--- src/rtl/sbw_pkg.sv ---
package sbw_pkg;
  typedef enum logic [1:0] {
    OWN_IDLE = 2'd0,
    OWN_CTRL = 2'd1,
    OWN_CPU  = 2'd2
  } ram_owner_e;
endpackage

--- src/rtl/sbw_area_decode.sv ---
module sbw_area_decode #(
  parameter int ADDR_W = 16,
  parameter int BASE   = 'h3C00,
  parameter int SIZE   = 256,
  localparam int OFF_W = (SIZE > 1) ? $clog2(SIZE) : 1
) (
  input  logic              clk,
  input  logic              rst_n,
  input  logic              ale_i,
  input  logic [ADDR_W-1:0] addr_i,
  input  logic              dma_own_i,
  input  logic              wait_i,
  output logic              hit_o,
  output logic              area_q_o,
  output logic [OFF_W-1:0]  off_q_o
);
  localparam logic [ADDR_W:0] WIN_LO = (ADDR_W+1)'(BASE);
  localparam logic [ADDR_W:0] WIN_HI = (ADDR_W+1)'(BASE + SIZE);

  logic [ADDR_W:0] addr_ext;
  logic [ADDR_W:0] addr_rel;
  logic            in_window;

  assign addr_ext  = {1'b0, addr_i};
  assign addr_rel  = addr_ext - WIN_LO;
  assign in_window = (addr_ext >= WIN_LO) && (addr_ext < WIN_HI);
  // Accept only CPU-owned address phases that are not frozen by a wait.
  assign hit_o     = ale_i && in_window && !dma_own_i && !wait_i;

  always_ff @(posedge clk) begin
    if (!rst_n) begin
      area_q_o <= 1'b0;
      off_q_o  <= '0;
    end else begin
      // Flag lives only for the cycle right after the latch.
      area_q_o <= hit_o;
      if (hit_o) off_q_o <= addr_rel[OFF_W-1:0];
    end
  end
endmodule

--- src/rtl/sbw_arbiter.sv ---
module sbw_arbiter
  import sbw_pkg::*;
(
  input  logic       clk,
  input  logic       rst_n,
  input  logic       hit_i,
  input  logic       ctrl_busy_i,
  input  logic       dma_own_i,
  output logic       wait_o,
  output logic       go_o,
  output ram_owner_e owner_o
);
  logic busy_s;
  logic pend_q;
  logic busy_any;

  assign busy_any = ctrl_busy_i || busy_s;
  assign wait_o   = pend_q && !dma_own_i && busy_any;
  assign go_o     = pend_q && !dma_own_i && !busy_any;

  always_comb begin
    if (ctrl_busy_i)  owner_o = OWN_CTRL;
    else if (go_o)    owner_o = OWN_CPU;
    else              owner_o = OWN_IDLE;
  end

  always_ff @(posedge clk) begin
    if (!rst_n) begin
      busy_s <= 1'b0;
      pend_q <= 1'b0;
    end else begin
      busy_s <= ctrl_busy_i;
      if (hit_i)     pend_q <= 1'b1;
      else if (go_o) pend_q <= 1'b0;
    end
  end
endmodule

--- src/rtl/sbw_clken.sv ---
module sbw_clken #(
  parameter int N_BUS = 2
) (
  input  logic             wait_i,
  output logic             cpu_ce_o,
  output logic [N_BUS-1:0] bus_ce_o,
  output logic             periph_ce_o
);
  assign cpu_ce_o    = !wait_i;
  assign periph_ce_o = 1'b1;
  for (genvar g = 0; g < N_BUS; g++) begin : g_bus
    assign bus_ce_o[g] = !wait_i;
  end
endmodule

--- src/rtl/sbw_ram_wait_ctrl.sv ---
module sbw_ram_wait_ctrl
  import sbw_pkg::*;
#(
  parameter int ADDR_W = 16,
  parameter int BASE   = 'h3C00,
  parameter int SIZE   = 256,
  parameter int N_BUS  = 2,
  localparam int OFF_W = (SIZE > 1) ? $clog2(SIZE) : 1
) (
  input  logic              clk,
  input  logic              rst_n,
  input  logic              bus_ale,
  input  logic [ADDR_W-1:0] bus_addr,
  input  logic              bus_dma_own,
  input  logic              ctrl_busy,
  output logic              area_sel,
  output logic [OFF_W-1:0]  ram_cpu_addr,
  output logic              ram_cpu_go,
  output logic [1:0]        ram_owner,
  output logic              bus_wait,
  output logic              cpu_clk_en,
  output logic [N_BUS-1:0]  bus_clk_en,
  output logic              periph_clk_en
);
  logic       hit;
  ram_owner_e owner;

  sbw_area_decode #(.ADDR_W(ADDR_W), .BASE(BASE), .SIZE(SIZE)) u_dec (
    .clk(clk), .rst_n(rst_n), .ale_i(bus_ale), .addr_i(bus_addr),
    .dma_own_i(bus_dma_own), .wait_i(bus_wait), .hit_o(hit),
    .area_q_o(area_sel), .off_q_o(ram_cpu_addr)
  );

  sbw_arbiter u_arb (
    .clk(clk), .rst_n(rst_n), .hit_i(hit), .ctrl_busy_i(ctrl_busy),
    .dma_own_i(bus_dma_own), .wait_o(bus_wait), .go_o(ram_cpu_go),
    .owner_o(owner)
  );

  assign ram_owner = owner;

  sbw_clken #(.N_BUS(N_BUS)) u_ce (
    .wait_i(bus_wait), .cpu_ce_o(cpu_clk_en), .bus_ce_o(bus_clk_en),
    .periph_ce_o(periph_clk_en)
  );
endmodule

--- config.mk ---
export PLATFORM = sky130hd
export DESIGN_NAME = sbw_ram_wait_ctrl
export DESIGN_NICKNAME = d
export VERILOG_FILES = /design/src/rtl/sbw_pkg.sv /design/src/rtl/sbw_area_decode.sv /design/src/rtl/sbw_arbiter.sv /design/src/rtl/sbw_clken.sv /design/src/rtl/sbw_ram_wait_ctrl.sv
export SDC_FILE = /design/constraint.sdc
export NUM_CORES = 1
export LEC_CHECK = 0
export BUFFER_PORTS_ARGS = -buffer_cell sky130_fd_sc_hd__buf_4
export CORE_MARGIN = 2
export CORE_UTILIZATION = 40
export CTS_CLUSTER_SIZE = 10
export DETAILED_ROUTE_END_ITERATION = 8
export PLACE_DENSITY = 0.85
export SLEW_MARGIN = 0
export SYNTH_ARGS = -nofsm -noshare
export SYNTH_HDL_FRONTEND = slang
export SYNTH_SLANG_ARGS = --single-unit
--- constraint.sdc ---
create_clock -name clk -period 2.53 [get_ports clk]
set_input_delay 0.253 -clock clk [delete_from_list [all_inputs] [get_ports clk]]
set_output_delay 0.253 -clock clk [all_outputs]
set_load 0.01 [all_outputs]
==> metrics.md <==
| Metric | Value |
|---|---|
| Num CTS Buffers | `3` |
| Setup violations, final | `0` |
| Layout Utilization | `0.6294` |
| Hold Fails Final Rpt | `0` |
| Tcrit/Tclk final | `0.5710` |
| Antenna violations before repair | `0` |
| Number of global-route vias before repair | `403` |
| DR iter-0 viols | `9` |
| Die area | `0.001613 mm2` |
| Power per standard cell area | `415.7 mW/mm2` |
| Register area | `220.2 um2` |
| CTS Buffer Depth | `2` |
| Asr flop ratio synth | `0` |
| CP startpoint kind | `flip-flop` |
| HP Start | `bus_addr[5]` |
| CTS tree | `done` |
| Die Y | `40.16 um` |
| Worst path slowest cell | `dfxtp_1` |
| CP cell instances | `nor2_1 -> or2_2 -> inv_1 -> buf_4` |
| Global-route wire length before repair | `1628 um` |
| Die Wd | `40.16 um` |
| Pre-antenna DRT Iters | `4` |
| Max IR drop VDD | `0.2319 mV` |
| Most common cell after layout, fill and taps aside | `buf_4` |
| CP startpoint | `u_arb.busy_s` |
| Starting density of the core | `0.4176` |
| Min-Delay Path Class | `input port to flip-flop` |
| # clock sinks | `11` |
| Max cap viols | `0` |
| Origin of the critical flop-to-flop path | `u_arb.busy_s` |
| F_max | `692.3 MHz` |
| Worst path bufs/invs | `2` |
| Main flop type after synthesis | `dfxtp_1` |
| Crit-path max FO | `4` |
| Antenna cells | `0` |
| Total GRT Usage | `0.1553` |
| Reg clk slew, reported paths | `0.07 ns` |
| Row count | `13` |
| CP Class | `flip-flop to primary output` |
| Syn. warnings | `0` |
| HPWL Detailed | `897.7 um` |
| Final GP Congestion | `0.6025` |
| Synth Cell Area | `523.0 um2` |
| DRC viols | `0` |
| WL/cell | `10.50 um` |
| Layout cell share with drive strength beyond 1 | `0.4667` |
| Filler cells | `117` |
| Worst-Skew Late Latency | `0.26 ns` |
| Unrepaired setup endpoints after global routing | `no` |
| Placeable core area | `0.001252 mm2` |
| Worst setup margin | `1.085 ns` |
| P_leak | `0.3691 nW` |
| Pin count of the biggest net entering global routing | `20` |
| Mapped Cells | `57` |
| Setup WS pre-CTS | `0.9760 ns` |
| Cts hold-fix bufs | `0` |
| Root Driver | `clkbuf_4` |
| CTS H-Tree Depth | `1` |
| Vias | `487` |
| Status | `finished clean` |
| Tmin final | `1.445 ns` |
| CP Capture Type | `primary output` |
| Grt ovf | `0` |
| Multi-input logic area | `249.0 um2` |
| CP required | `2.28 ns` |
| Clk_skew | `0.001425 ns` |
| Mean Syn Cell Area | `9.175 um2` |
| Crit-path leading delay family | `simple AND/OR/NAND/NOR gates` |
| FF-to-FF setup slack | `1.24 ns` |
| Yosys cell types | `20` |
| Final nets | `112` |
| Post-synthesis net count | `78` |
| Area added between synthesis and finish | `50.72%` |
| Worst EP arrival | `1.19 ns` |
| Post-CTS resize count | `0` |
| Detail Route Antenna Nets | `0` |
| Post-CTS setup buffer count | `0` |
| Max incr delay on CP | `0.37 ns` |
| Sequential-to-total area share from yosys stat | `0.4211` |
| Port bufs | `36` |
| Count of pins over their slew limit | `0` |
| Final wirelength | `1102 um` |
| Vias per inst | `4.638` |
| Setup tns final | `0 ns` |
| IO Count | `38` |
| Most frequent cells in the layout | `buf_4 (36), nand2_1 (16), dfxtp_1 (11), mux2i_1 (8), clkbuf_4 (3)` |
| Register bit total from synthesis | `11` |
| Post-synth EDFFs | `0` |
power by group:
group	internal, mW	total [mW]	switching, mW	leakage (nW)
Combinational	0.0251	0.0392	0.0141	0.265
Clock	0.0608	0.114	0.0529	0.0150
Sequential	0.174	0.175	0.000805	0.0888
flip-flops by register name, summed over array words and instances (netlist names):
signal          flops
u_arb.busy_s        1
u_dec.area_q_o      1
u_dec.off_q_o       8
u_arb.pend_q        1
final timing paths:
kind | end | cells after the start
worst min-delay path | u_dec.off_q_o[5] | 3
worst min register to register | u_dec.off_q_o[2] | 2
worst max register to register | u_dec.off_q_o[1] | 3
worst max-delay path | bus_wait | 4
through the flow:
step                      area (um2)  hold WS [ns]  cells  total power [mW]
after CTS                      788.3        0.2454    105            0.3329
after floorplan                523.0        0.3747     57            0.1929
after detailed placement       762.0        0.4522    101            0.2183
final                          788.3        0.2506    105            0.3276
after global placement         762.0        0.4455    101            0.2165
after global routing           788.3        0.2343    105            0.3476
worst register-to-register path, stage by stage, from the launching register on:
cell and delay, ns:
dfxtp_1 0.33, nor2_1 0.12, o2111a_1 0.53, mux2i_1 0.24
kinds of logic (layout without fill, tap and decap cells):
group / after synthesis / count (layout) / synth area share
muxes: 8 / 8 / 0.1531
DFF: 11 / 11 / 0.4211
buffers and inverters: 8 / 41 / 0.1028
and+or+nand+nor: 26 / 26 / 0.2632
AOI/OAI and AO/OA: 3 / 3 / 0.05264
other: 1 / 1 / 0.007170
cell usage after synthesis, drive strengths merged, types with 2 or more instances:
cell type,count,area [um2]
mux2i,8,80.08
and2,2,12.51
nor3,2,10.01
dfxtp,11,220.2
nand2,16,60.06
buf,6,46.29
routing by layer:
layer,routed length [um],GRT usage,vias up,share of wire
li1,-,-,248,-
met1,389,0.1797,213,0.35
met2,589,0.2782,26,0.53
met3,123,0.03333,0,0.11
met4,0,0.05172,0,0
met5,0,0,-,0
area by class of cell:
cell class / instances / share of cell area
clock buffers: 4 / 0.03333
well taps: 15 / 0.02381
flip-flops and latches: 11 / 0.2794
multi-input cells: 38 / 0.3159
inverters: 1 / 0.004762
repair buffers: 36 / 0.3429
Note: power is estimated with default switching activity, not from simulation.
